## src/rtl/rtc_pkg.sv

```systemverilog
package rtc_pkg;
  // Sub-second resolution: 2**SUB_W prescaler steps per second.
  localparam int unsigned SUB_W     = 10;
  localparam int unsigned NUM_RATES = 8;

  // Word index (byte offset >> 2) of each register.
  localparam logic [3:0] IDX_HM      = 4'h0;
  localparam logic [3:0] IDX_SEC     = 4'h1;
  localparam logic [3:0] IDX_ALM_HM  = 4'h2;
  localparam logic [3:0] IDX_ALM_SEC = 4'h3;
  localparam logic [3:0] IDX_CTRL    = 4'h4;
  localparam logic [3:0] IDX_STAT    = 4'h5;
  localparam logic [3:0] IDX_IEN     = 4'h6;
  localparam logic [3:0] IDX_DAY     = 4'h8;
  localparam logic [3:0] IDX_ALM_DAY = 4'h9;

  // Event bit positions in status / enable.
  localparam int unsigned EV_ALARM = 2;
  localparam int unsigned EV_SEC   = 4;
  localparam int unsigned EV_HALF  = 7;
  localparam int unsigned EV_RATE0 = 8;
  localparam logic [15:0] EV_MASK  = 16'hFF94;

  typedef struct packed {
    logic [4:0] hour;
    logic [5:0] min;
    logic [5:0] sec;
  } hms_t;
endpackage

```

## src/rtl/rtc_prescaler.sv

```systemverilog
module rtc_prescaler
  import rtc_pkg::*;
#(
  parameter int unsigned FREQ0 = 32768,
  parameter int unsigned FREQ1 = 32000,
  parameter int unsigned FREQ2 = 38400
) (
  input  logic                 clk,
  input  logic                 rst_n,
  input  logic                 run,
  input  logic                 ref_tick,
  input  logic                 restart,
  input  logic [1:0]           sel,
  output logic                 tick_sec,
  output logic                 tick_half,
  output logic [NUM_RATES-1:0] tick_rate
);
  localparam int unsigned STEP_ADD = 1 << SUB_W;
  localparam int unsigned MAX_F01  = (FREQ0 > FREQ1) ? FREQ0 : FREQ1;
  localparam int unsigned MAX_F    = (MAX_F01 > FREQ2) ? MAX_F01 : FREQ2;
  localparam int unsigned ACC_W    = $clog2(MAX_F + STEP_ADD + 1);

  logic [ACC_W-1:0] acc_q, acc_d, acc_sum, div_sel;
  logic [SUB_W-1:0] frac_q, frac_d, frac_inc;
  logic             step, pre_en;

  always_comb begin
    case (sel)
      2'd1:    div_sel = ACC_W'(FREQ1);
      2'd2:    div_sel = ACC_W'(FREQ2);
      default: div_sel = ACC_W'(FREQ0);
    endcase
  end

  // Fractional divider: add 2**SUB_W per reference tick, subtract the
  // selected frequency on each sub-second step.
  assign acc_sum  = acc_q + ACC_W'(STEP_ADD);
  assign step     = run && ref_tick && !restart && (acc_sum >= div_sel);
  assign frac_inc = frac_q + SUB_W'(1);
  assign pre_en   = restart || (run && ref_tick);

  always_comb begin
    acc_d  = acc_q;
    frac_d = frac_q;
    if (restart) begin
      acc_d  = '0;
      frac_d = '0;
    end else if (step) begin
      acc_d  = acc_sum - div_sel;
      frac_d = frac_inc;
    end else begin
      acc_d  = acc_sum;
    end
  end

  always_ff @(posedge clk or negedge rst_n) begin
    if (!rst_n) begin
      acc_q  <= '0;
      frac_q <= '0;
    end else if (pre_en) begin
      acc_q  <= acc_d;
      frac_q <= frac_d;
    end
  end

  assign tick_sec  = step && (frac_inc == '0);
  assign tick_half = step && (frac_inc[SUB_W-2:0] == '0);

  // Rate k runs at 2**(k+2) Hz: 2**(SUB_W-2-k) steps per period.
  generate
    for (genvar k = 0; k < NUM_RATES; k++) begin : g_rate
      localparam int unsigned LOWB = SUB_W - 2 - k;
      assign tick_rate[k] = step && (frac_inc[LOWB-1:0] == '0);
    end
  endgenerate

  p_restart_quiet_r3: assert property (@(posedge clk) disable iff (!rst_n)
    restart |=> !tick_sec);
  p_half_on_sec_r8: assert property (@(posedge clk) disable iff (!rst_n)
    tick_sec |-> tick_half);
  p_rates_on_sec_r9: assert property (@(posedge clk) disable iff (!rst_n)
    tick_sec |-> ($countones(tick_rate) == NUM_RATES));
endmodule

```

## src/rtl/rtc_timekeeper.sv

```systemverilog
module rtc_timekeeper
  import rtc_pkg::*;
#(
  parameter int unsigned DAY_W = 16
) (
  input  logic             clk,
  input  logic             rst_n,
  input  logic             tick_sec,
  input  logic             ld_hm,
  input  logic             ld_sec,
  input  logic             ld_day,
  input  logic             ld_alm_hm,
  input  logic             ld_alm_sec,
  input  logic             ld_alm_day,
  input  logic [4:0]       wr_hour,
  input  logic [5:0]       wr_min,
  input  logic [5:0]       wr_sec,
  input  logic [DAY_W-1:0] wr_day,
  output hms_t             now_hms,
  output logic [DAY_W-1:0] now_day,
  output hms_t             alm_hms,
  output logic [DAY_W-1:0] alm_day,
  output logic             alarm_hit
);
  hms_t             now_q, now_d, adv_hms, alm_q, alm_d;
  logic [DAY_W-1:0] day_q, day_d, adv_day, aday_q, aday_d;
  logic             time_en, alm_en;

  // Advanced time: the value after one second.
  always_comb begin
    adv_hms = now_q;
    adv_day = day_q;
    if (now_q.sec >= 6'd59) begin
      adv_hms.sec = '0;
      if (now_q.min >= 6'd59) begin
        adv_hms.min = '0;
        if (now_q.hour >= 5'd23) begin
          adv_hms.hour = '0;
          adv_day      = day_q + DAY_W'(1);
        end else begin
          adv_hms.hour = now_q.hour + 5'd1;
        end
      end else begin
        adv_hms.min = now_q.min + 6'd1;
      end
    end else begin
      adv_hms.sec = now_q.sec + 6'd1;
    end
  end

  always_comb begin
    now_d = tick_sec ? adv_hms : now_q;
    day_d = tick_sec ? adv_day : day_q;
    if (ld_hm) begin
      now_d.hour = wr_hour;
      now_d.min  = wr_min;
    end
    if (ld_sec) now_d.sec = wr_sec;
    if (ld_day) day_d = wr_day;

    alm_d  = alm_q;
    aday_d = aday_q;
    if (ld_alm_hm) begin
      alm_d.hour = wr_hour;
      alm_d.min  = wr_min;
    end
    if (ld_alm_sec) alm_d.sec = wr_sec;
    if (ld_alm_day) aday_d = wr_day;
  end

  assign time_en = tick_sec || ld_hm || ld_sec || ld_day;
  assign alm_en  = ld_alm_hm || ld_alm_sec || ld_alm_day;

  always_ff @(posedge clk or negedge rst_n) begin
    if (!rst_n) begin
      now_q <= '0;
      day_q <= '0;
    end else if (time_en) begin
      now_q <= now_d;
      day_q <= day_d;
    end
  end

  always_ff @(posedge clk or negedge rst_n) begin
    if (!rst_n) begin
      alm_q  <= '0;
      aday_q <= '0;
    end else if (alm_en) begin
      alm_q  <= alm_d;
      aday_q <= aday_d;
    end
  end

  assign alarm_hit = tick_sec && (adv_hms == alm_q) && (adv_day == aday_q);
  assign now_hms   = now_q;
  assign now_day   = day_q;
  assign alm_hms   = alm_q;
  assign alm_day   = aday_q;

  p_sec_step_r4: assert property (@(posedge clk) disable iff (!rst_n)
    (tick_sec && !ld_sec && now_q.sec < 6'd59) |=> (now_q.sec == $past(now_q.sec) + 6'd1));
  p_min_carry_r4: assert property (@(posedge clk) disable iff (!rst_n)
    (tick_sec && !ld_hm && !ld_sec && now_q.sec == 6'd59 && now_q.min < 6'd59)
      |=> (now_q.sec == 6'd0 && now_q.min == $past(now_q.min) + 6'd1));
  p_day_wrap_r5: assert property (@(posedge clk) disable iff (!rst_n)
    (tick_sec && !ld_hm && !ld_sec && !ld_day && day_q == '1 && now_q.hour == 5'd23 &&
     now_q.min == 6'd59 && now_q.sec == 6'd59) |=> (day_q == '0 && now_q == '0));
  p_hold_r6: assert property (@(posedge clk) disable iff (!rst_n)
    (!tick_sec && !ld_hm && !ld_sec && !ld_day) |=> ($stable(now_q) && $stable(day_q)));
endmodule

```

## src/rtl/rtc_irq_ctrl.sv

```systemverilog
module rtc_irq_ctrl
  import rtc_pkg::*;
(
  input  logic        clk,
  input  logic        rst_n,
  input  logic [15:0] evt,
  input  logic        stat_we,
  input  logic        ien_we,
  input  logic [15:0] wdata,
  output logic [15:0] status,
  output logic [15:0] enable,
  output logic        irq
);
  logic [15:0] stat_q, stat_d, ien_q, clr_mask, set_mask;
  logic        stat_en;

  assign set_mask = evt & EV_MASK;
  assign clr_mask = stat_we ? wdata : 16'h0000;
  assign stat_en  = stat_we || (set_mask != 16'h0000);
  // Set wins over a clear arriving in the same cycle.
  assign stat_d   = (stat_q & ~clr_mask) | set_mask;

  always_ff @(posedge clk or negedge rst_n) begin
    if (!rst_n) begin
      stat_q <= '0;
    end else if (stat_en) begin
      stat_q <= stat_d;
    end
  end

  always_ff @(posedge clk or negedge rst_n) begin
    if (!rst_n) begin
      ien_q <= '0;
    end else if (ien_we) begin
      ien_q <= wdata & EV_MASK;
    end
  end

  assign status = stat_q;
  assign enable = ien_q;
  assign irq    = |(stat_q & ien_q);

  p_w1c_r10: assert property (@(posedge clk) disable iff (!rst_n)
    stat_we |=> ((stat_q & $past(wdata & ~set_mask)) == 16'h0000));
  p_sticky_r10: assert property (@(posedge clk) disable iff (!rst_n)
    !stat_we |=> ((stat_q & $past(stat_q)) == $past(stat_q)));
  p_alarm_latch_r7: assert property (@(posedge clk) disable iff (!rst_n)
    evt[EV_ALARM] |=> stat_q[EV_ALARM]);
endmodule

```

## src/rtl/rtc_day_alarm.sv

```systemverilog
module rtc_day_alarm
  import rtc_pkg::*;
#(
  parameter int unsigned DAY_W = 16,
  parameter int unsigned FREQ0 = 32768,
  parameter int unsigned FREQ1 = 32000,
  parameter int unsigned FREQ2 = 38400
) (
  input  logic        clk,
  input  logic        rst_n,
  input  logic        ref_tick,
  input  logic        bus_sel,
  input  logic        bus_we,
  input  logic [5:0]  bus_addr,
  input  logic [15:0] bus_wdata,
  output logic [15:0] bus_rdata,
  output logic        irq
);
  logic [3:0]           widx;
  logic                 wr_ok;
  logic                 ld_hm, ld_sec, ld_day, ld_alm_hm, ld_alm_sec, ld_alm_day;
  logic                 ctrl_we, stat_we, ien_we, restart;
  logic                 run_q, run_d;
  logic [1:0]           sel_q, sel_d;
  logic                 tick_sec, tick_half, alarm_hit;
  logic [NUM_RATES-1:0] tick_rate;
  logic [15:0]          evt, status, enable, rd;
  hms_t                 now_hms, alm_hms;
  logic [DAY_W-1:0]     now_day, alm_day;

  assign widx  = bus_addr[5:2];
  assign wr_ok = bus_sel && bus_we && (bus_addr[1:0] == 2'b00);

  assign ld_hm      = wr_ok && (widx == IDX_HM);
  assign ld_sec     = wr_ok && (widx == IDX_SEC);
  assign ld_day     = wr_ok && (widx == IDX_DAY);
  assign ld_alm_hm  = wr_ok && (widx == IDX_ALM_HM);
  assign ld_alm_sec = wr_ok && (widx == IDX_ALM_SEC);
  assign ld_alm_day = wr_ok && (widx == IDX_ALM_DAY);
  assign ctrl_we    = wr_ok && (widx == IDX_CTRL);
  assign stat_we    = wr_ok && (widx == IDX_STAT);
  assign ien_we     = wr_ok && (widx == IDX_IEN);
  assign restart    = ld_hm || ld_sec || ld_day;

  // Control register: run enable and reference select.
  assign run_d = bus_wdata[7];
  assign sel_d = bus_wdata[6:5];

  always_ff @(posedge clk or negedge rst_n) begin
    if (!rst_n) begin
      run_q <= 1'b0;
      sel_q <= 2'b00;
    end else if (ctrl_we) begin
      run_q <= run_d;
      sel_q <= sel_d;
    end
  end

  rtc_prescaler #(
    .FREQ0(FREQ0),
    .FREQ1(FREQ1),
    .FREQ2(FREQ2)
  ) u_presc (
    .clk      (clk),
    .rst_n    (rst_n),
    .run      (run_q),
    .ref_tick (ref_tick),
    .restart  (restart),
    .sel      (sel_q),
    .tick_sec (tick_sec),
    .tick_half(tick_half),
    .tick_rate(tick_rate)
  );

  rtc_timekeeper #(
    .DAY_W(DAY_W)
  ) u_time (
    .clk       (clk),
    .rst_n     (rst_n),
    .tick_sec  (tick_sec),
    .ld_hm     (ld_hm),
    .ld_sec    (ld_sec),
    .ld_day    (ld_day),
    .ld_alm_hm (ld_alm_hm),
    .ld_alm_sec(ld_alm_sec),
    .ld_alm_day(ld_alm_day),
    .wr_hour   (bus_wdata[12:8]),
    .wr_min    (bus_wdata[5:0]),
    .wr_sec    (bus_wdata[5:0]),
    .wr_day    (bus_wdata[DAY_W-1:0]),
    .now_hms   (now_hms),
    .now_day   (now_day),
    .alm_hms   (alm_hms),
    .alm_day   (alm_day),
    .alarm_hit (alarm_hit)
  );

  always_comb begin
    evt                              = '0;
    evt[EV_ALARM]                    = alarm_hit;
    evt[EV_SEC]                      = tick_sec;
    evt[EV_HALF]                     = tick_half;
    evt[EV_RATE0 +: NUM_RATES]       = tick_rate;
  end

  rtc_irq_ctrl u_irq (
    .clk    (clk),
    .rst_n  (rst_n),
    .evt    (evt),
    .stat_we(stat_we),
    .ien_we (ien_we),
    .wdata  (bus_wdata),
    .status (status),
    .enable (enable),
    .irq    (irq)
  );

  always_comb begin
    rd = '0;
    case (widx)
      IDX_HM:      rd = {3'b000, now_hms.hour, 2'b00, now_hms.min};
      IDX_SEC:     rd = {10'h000, now_hms.sec};
      IDX_ALM_HM:  rd = {3'b000, alm_hms.hour, 2'b00, alm_hms.min};
      IDX_ALM_SEC: rd = {10'h000, alm_hms.sec};
      IDX_CTRL:    rd = {8'h00, run_q, sel_q, 5'h00};
      IDX_STAT:    rd = status;
      IDX_IEN:     rd = enable;
      IDX_DAY:     rd = 16'(now_day);
      IDX_ALM_DAY: rd = 16'(alm_day);
      default:     rd = '0;
    endcase
  end

  assign bus_rdata = rd;

  p_stopped_no_tick_r6: assert property (@(posedge clk) disable iff (!rst_n)
    (!run_q && !restart) |=> $stable(status));
endmodule

```

## config.mk

```make
export PLATFORM = sky130hd
export DESIGN_NAME = rtc_day_alarm
export DESIGN_NICKNAME = d
export VERILOG_FILES = /design/src/rtl/rtc_pkg.sv /design/src/rtl/rtc_prescaler.sv /design/src/rtl/rtc_timekeeper.sv /design/src/rtl/rtc_irq_ctrl.sv /design/src/rtl/rtc_day_alarm.sv
export SDC_FILE = /design/constraint.sdc
export NUM_CORES = 1
export LEC_CHECK = 0
export CORE_MARGIN = 10
export CORE_UTILIZATION = 61
export CTS_CLUSTER_DIAMETER = 80
export DETAILED_ROUTE_END_ITERATION = 6
export PLACE_DENSITY = 0.81
export SYNTH_ARGS = -nofsm -noshare
export SYNTH_HDL_FRONTEND = slang
export SYNTH_SLANG_ARGS = --single-unit
```

## constraint.sdc

```tcl
create_clock -name clk -period 3.1 [get_ports clk]
set_input_delay 0.31 -clock clk [delete_from_list [all_inputs] [get_ports clk]]
set_output_delay 0.31 -clock clk [all_outputs]
set_load 0.02 [all_outputs]
```

### After elaboration in Yosys (flattened, before gate mapping)

Index checks and enable logic that the tools add are counted.

* bits in registers: 122
* bits of input ports: 27
* output and inout bits: 17
* logic and storage cells: 122

* $add $sub $neg: 7
* order comparisons: 4
* equality and inequality tests: 12
* mux-type cells: 20
* bitwise logic cells: 5
* reductions and logical operators: 60

Operators with widths (count)
* 16-bit case mux with 9 select lines: 1
* 16-bit 2-to-1 mux: 8
* 16-bit AND: 2
* 16-bit case mux with 2 select lines: 1
* 1-bit logical AND: 26
* 11-bit 2-to-1 mux: 2
* 10-bit 2-to-1 mux: 2
* 6-bit 2-to-1 mux: 3
* 17-bit == test: 1
* 17-bit 2-to-1 mux: 1
* 16-bit by 1-bit adder with 16-bit output, second input constant: 1
* 16-bit by 11-bit adder with 16-bit output, second input constant: 1
* 16-bit == test: 1
* 16-bit >= comparator: 1
* 16-bit inverter: 1
* 16-bit bitwise OR: 1
* 16-bit nonzero test: 1
* 16-bit OR reduction: 1
* 16-bit subtractor: 1
* 2-bit AND reduction: 7
* 6-bit by 1-bit adder with 6-bit output, second input constant: 2
* 4-bit by 3-bit == test with 1-bit output, second input constant: 3
* 6-bit >= comparator, second input constant: 2
* 10-bit by 1-bit adder with 10-bit output, second input constant: 1
* 21 further kinds: 37

### Longest topological paths before layout

* depth after elaboration: 13
* mapped depth: 14
* depth with buffers taken out: 13

### Modules after synthesis

From an unflattened synthesis, not the netlist that was laid out.

* cells, all modules: 947
* area, all modules: 8446.9 um2

Modules (own cells, without submodules)
* rtc_timekeeper: times used 1, cells an instance 492, area each 4450.5 um2, seq. area each 1651.6 um2
* rtc_prescaler: times used 1, cells an instance 212, area each 1741.7 um2, seq. area each 450.4 um2
* rtc_day_alarm: times used 1, cells an instance 163, area each 1161.1 um2, seq. area each 75.1 um2
* rtc_irq_ctrl: times used 1, cells an instance 80, area each 1093.5 um2, seq. area each 675.6 um2

### Worst setup path before layout

No wires, ideal clock.

* kind: flip-flop to flip-flop
* start: register sel_q[1]
* end: register u_presc.frac_q[9]
* library setup time: 0.132 ns
* arrival time: 2.599 ns
* data required time: 2.968 ns
* setup slack: 0.369 ns
* stages on the path, launching flop included: 15
* buffers on the path: 1
* clock period less this slack: 2.731 ns
* cell sequence: dfrtp_1 inv_1 ha_1 ha_1 inv_1 fa_1 a21oi_1 o2111ai_1 a31o_2 a21oi_1 nand2b_1 clkbuf_1 nor3_1 xnor2_1 nor2_1

* cells in the longest elaborated chain, start to end: 6
* elaborated cells on any way between the ends: 7
* classes of those cells: order compare: 1; eq/ne: 2; mux: 1; reduce/logical: 3

RTL lines
* from (decl): RTL line rtc_day_alarm.sv:24 `logic [1:0] sel_q, sel_d;`
* from (signal assigned): RTL line rtc_day_alarm.sv:55 `sel_q <= sel_d;`
* 2-bit == test or 2-bit by 1-bit == test with 1-bit output (tied branches): RTL line rtc_prescaler.sv:28 `case (sel)`
* 16-bit case mux with 2 select lines (*): RTL line rtc_prescaler.sv:28
* 16-bit >= comparator (*): RTL line rtc_prescaler.sv:38 `assign step = run && ref_tick && !restart && (acc_sum >= div_sel);`
* 1-bit logical AND (*): RTL line rtc_prescaler.sv:38
* 2-bit nonzero test (no line) (*)
* 2-bit AND reduction (no line) (*)
* to (signal assigned): RTL line rtc_prescaler.sv:62 `frac_q <= frac_d;`
* to (decl): RTL line rtc_prescaler.sv:24 `logic [SUB_W-1:0] frac_q, frac_d, frac_inc;`

Every way passes the cells marked *; elsewhere a longest branch is shown, timed or not.
A chain may end at the register's enable or synchronous reset.

### Final worst setup path

* start: register sel_q[1]
* end: register u_time.day_q[9], in the netlist u_time.now_day[9]

* cells in the longest elaborated chain, start to end: 9
* elaborated cells on any way between the ends: 11
* classes of those cells: order compare: 1; eq/ne: 2; mux: 1; reduce/logical: 7

RTL lines
* 2-bit == test or 2-bit by 1-bit == test with 1-bit output (tied branches): RTL line rtc_prescaler.sv:28
* 16-bit case mux with 2 select lines (*): RTL line rtc_prescaler.sv:28
* 16-bit >= comparator (*): RTL line rtc_prescaler.sv:38
* 1-bit logical AND (*): RTL line rtc_prescaler.sv:38
* 1-bit logical AND (*): RTL line rtc_prescaler.sv:66 `assign tick_sec = step && (frac_inc == '0);`
* 1-bit logical OR (3 in a row): RTL line rtc_timekeeper.sv:71 `assign time_en = tick_sec || ld_hm || ld_sec || ld_day;`
* 2-bit AND reduction (no line) (*)
* to (signal assigned): RTL line rtc_timekeeper.sv:80 `day_q <= day_d;`
* to (decl): RTL line rtc_timekeeper.sv:26 `logic [DAY_W-1:0] day_q, day_d, adv_day, aday_q, aday_d;`

Marked as above.

==> out/metrics.csv <==
metric,value,unit
status,"complete, no violations",
CTS Buffer Depth,2,
CP Capture Type,flip-flop,
routability cong.,0.971,
gr ovfl total,0,
Routed Antenna Nets,0,
total placed cells including tap cells,1088,
max-slew violations,0,
Slew @ Worst Pin,0.850,ns
max-cap viol count,0,
Yosys warning count,0,
CP max FO,7,
Layout area overhead,18.7,%
clock slew at reported path FFs,0.06,ns
Mapped Avg Cell Area,8.83,sq um
cell accounting for the most synthesized area,dfrtp_1,
synth top area cells,"dfrtp_1 (36%), mux2_2 (7.3%), nand2_1 (5.0%)",
via count,7512,
number of vias per cell,6.67,
setup slack after layout,0.113,ns
internal power,3.39,mW
Root Buffer,clkbuf_16,
First DRT Iteration DRCs,924,
Post-Layout Cell Count,1127,
Post-Syn Nets,934,
CP cell instances,"inv_1, ha_2, ha_1, inv_2, fa_2, nand3_1, a31o_2, a211oi_4, o221ai_4, buf_12, buf_4, nor2_1, xor2_1, mux2_2",
Top Ports,44,
"commonest non-fill, non-tap cell in the layout",dfrtp_1,
routed len/inst,21.9,um
# rows,41,
power share of the combinational group,30.2,%
initial antenna violation count,0,
PD cells,564,nW/um^2
Initial Utilization,62.2,%
post-DP HPWL,17.5,mm
Die Width,133,um
CP max stage delay,0.39,ns
Leak,4.01,nW
n_diodes,0,
register area share after synthesis,36.3,%
final setup vio count,0,
"Top FF cell, synth",dfrtp_1,
htree depth,4,
Worst EP arrival,3.31,ns
"Period Utilization, post-route",96.4,%
Setup Slack @ Placement,0.0565,ns
Bufs and invs on worst path,4,
DRC,0,
Worst Setup Start Kind,flip-flop,
number of synthesized flops with an enable pin,0,
Seq cells post-synth,114,
total CTS buffers,17,
first-pass GRT wire length,38.9,mm
post-layout minimum cycle time,2.99,ns
register cell area after layout,2850,sq um
Final nets,987,
slowest CP cell,dfrtp_1,
Switch Pwr,1.86,mW
drt pass-1 iters,6,
Required @ worst endpoint,3.42,ns
most frequent cells in the layout,"dfrtp_1 (114), nand2_1 (105), nor2_1 (64), mux2_2 (51), a21oi_1 (49)",
Num Clock Sinks,114,
Final Routed Wirelength,24.7,mm
core area,12600,sq um
CTS tree,yes,
worst skew pair latency,0.43,ns
vias in the first global route,7238,
Die ar.,17800,sq um
Sequential Power Share,35.3,%
Final Hold Fails,0,
# fillers,947,
layout cell share with drive strength beyond 1,17.6,%
Buffers on Ports,43,
Syn Inst Count,889,
Netlist Area Pre-Place,7850,sq um
area of the multi-input gates,4740,sq um
fmax,0.335,GHz
Sw Ratio,35.4,%
global-route usage over all layers,27.1,%
die span in y,133,um
relative slew slack,43.2,%
cell family with most CP delay,compound AO/OA/AOI/OAI gates,
Yosys cell types,76,
hold slack final,0.314,ns
Yosys top cell area share,36.3,%
asr flop ratio synth,100,%
Hold Path Class,input port to asynchronous set/reset pin,
worst setup path class,flip-flop to flip-flop,
Clk pwr share,34.6,%
maximum number of pins on one net before global-route repair,95,
skew final,0.00839,ns
VDD IR max,651,uV
[power by group through the flow]
stage	clock [mW]	sequential, mW	combinational (mW)
finish	1.82	1.85	1.58
global route	1.91	1.87	1.72
CTS	1.83	1.84	1.48
detailed placement	0	1.86	1.44
global placement	0	1.85	1.39
floorplan	0	1.77	1.10
[per-layer routing]
layer	up-vias	share of wire, %	track usage (%)
met3	100	8.1	6.02
met4	0	4.1	10.6
met1	3630	39	33.3
met5	-	0	0
li1	3336	-	-
met2	446	49	45.3
[sequential cells by signal, summed over array words and instances, names as in the netlist]
signal	count
u_time.alm_hms	17
u_time.alm_day	16
u_time.now_day	16
sel_q	2
run_q	1
u_time.now_hms	17
u_presc.acc_q	8
u_presc.frac_q	10
u_irq.status	16
u_irq.enable	11
[cell usage after synthesis (all sizes together) (6+ instances only)]
| library cell | n |
|---|---|
| a211oi | 6 |
| a21boi | 6 |
| a21oi | 50 |
| a222oi | 6 |
| a22o | 10 |
| a22oi | 15 |
| a31oi | 9 |
| and2 | 12 |
| and3 | 19 |
| buf | 25 |
| clkbuf | 33 |
| dfrtp | 114 |
| ha | 17 |
| inv | 21 |
| mux2 | 51 |
| mux2i | 17 |
| nand2 | 105 |
| nand2b | 13 |
| nand3 | 30 |
| nand4 | 11 |
| nor2 | 68 |
| nor2b | 11 |
| nor3 | 27 |
| o211ai | 7 |
| o21ai | 51 |
| or3 | 7 |
| xnor2 | 39 |
| xor2 | 30 |
[area by class of cell]
type	instances	area share, %
clock buffer	18	4.71
clock inverter	14	1.13
inverter	21	0.846
multi-input combinational	696	50.9
sequential	114	30.6
tap	172	2.31
timing repair buffer	92	9.48
[cell families (layout without fill, tap and decap cells)]
| group | count (synthesis) | count (layout) | share of synthesized area, % |
|---|---|---|---|
| AO/OA/AOI/OAI | 218 | 218 | 19.3 |
| AND/OR/NAND/NOR | 323 | 323 | 20.0 |
| XOR/XNOR | 69 | 69 | 7.70 |
| flip-flops | 114 | 114 | 36.3 |
| adder cells (fa/ha/maj) | 18 | 18 | 2.97 |
| buffers and inverters | 79 | 145 | 4.26 |
| multiplexers | 68 | 68 | 9.49 |
[through the flow]
step           total power, mW  TNS, ns  area [sq um]  util (%)
4_1_cts                   5.15        0          9190      72.8
3_5_place_dp              3.30        0          8610      68.2
3_3_place_gp              3.24        0          8610      68.2
5_1_grt                   5.50  -0.0152          9320      73.8
2_1_floorplan             2.87        0          7850         -
6_report                  5.25        0          9320      73.8
[what timing repair did]
item                                    in CTS  in global routing
buffers inserted                             0                  4
endpoints found under the setup margin       2                 27
pin swaps                                    0                  4
endpoints found under the hold margin       20                  0
hold buffers                                 1                  0
cloned                                       0                  2
resized for setup                            4                 16
[path summary, 6_finish.rpt]
kind                                   from                  to  slack [ns]  depth (start not counted)
max                                sel_q[1]   u_time.now_day[9]        0.11                         14
min                                   rst_n   u_time.now_hms[4]        0.31                          2
max reg2reg                        sel_q[1]   u_time.now_day[9]        0.11                         14
min reg2reg                u_irq.status[13]    u_irq.status[13]        0.54                          1
max in group asynchronous             rst_n  u_time.now_hms[12]        1.96                          3
min in group clk              bus_wdata[14]  u_time.now_day[14]        0.53                          3
Note: power is estimated with default switching activity, not from simulation.
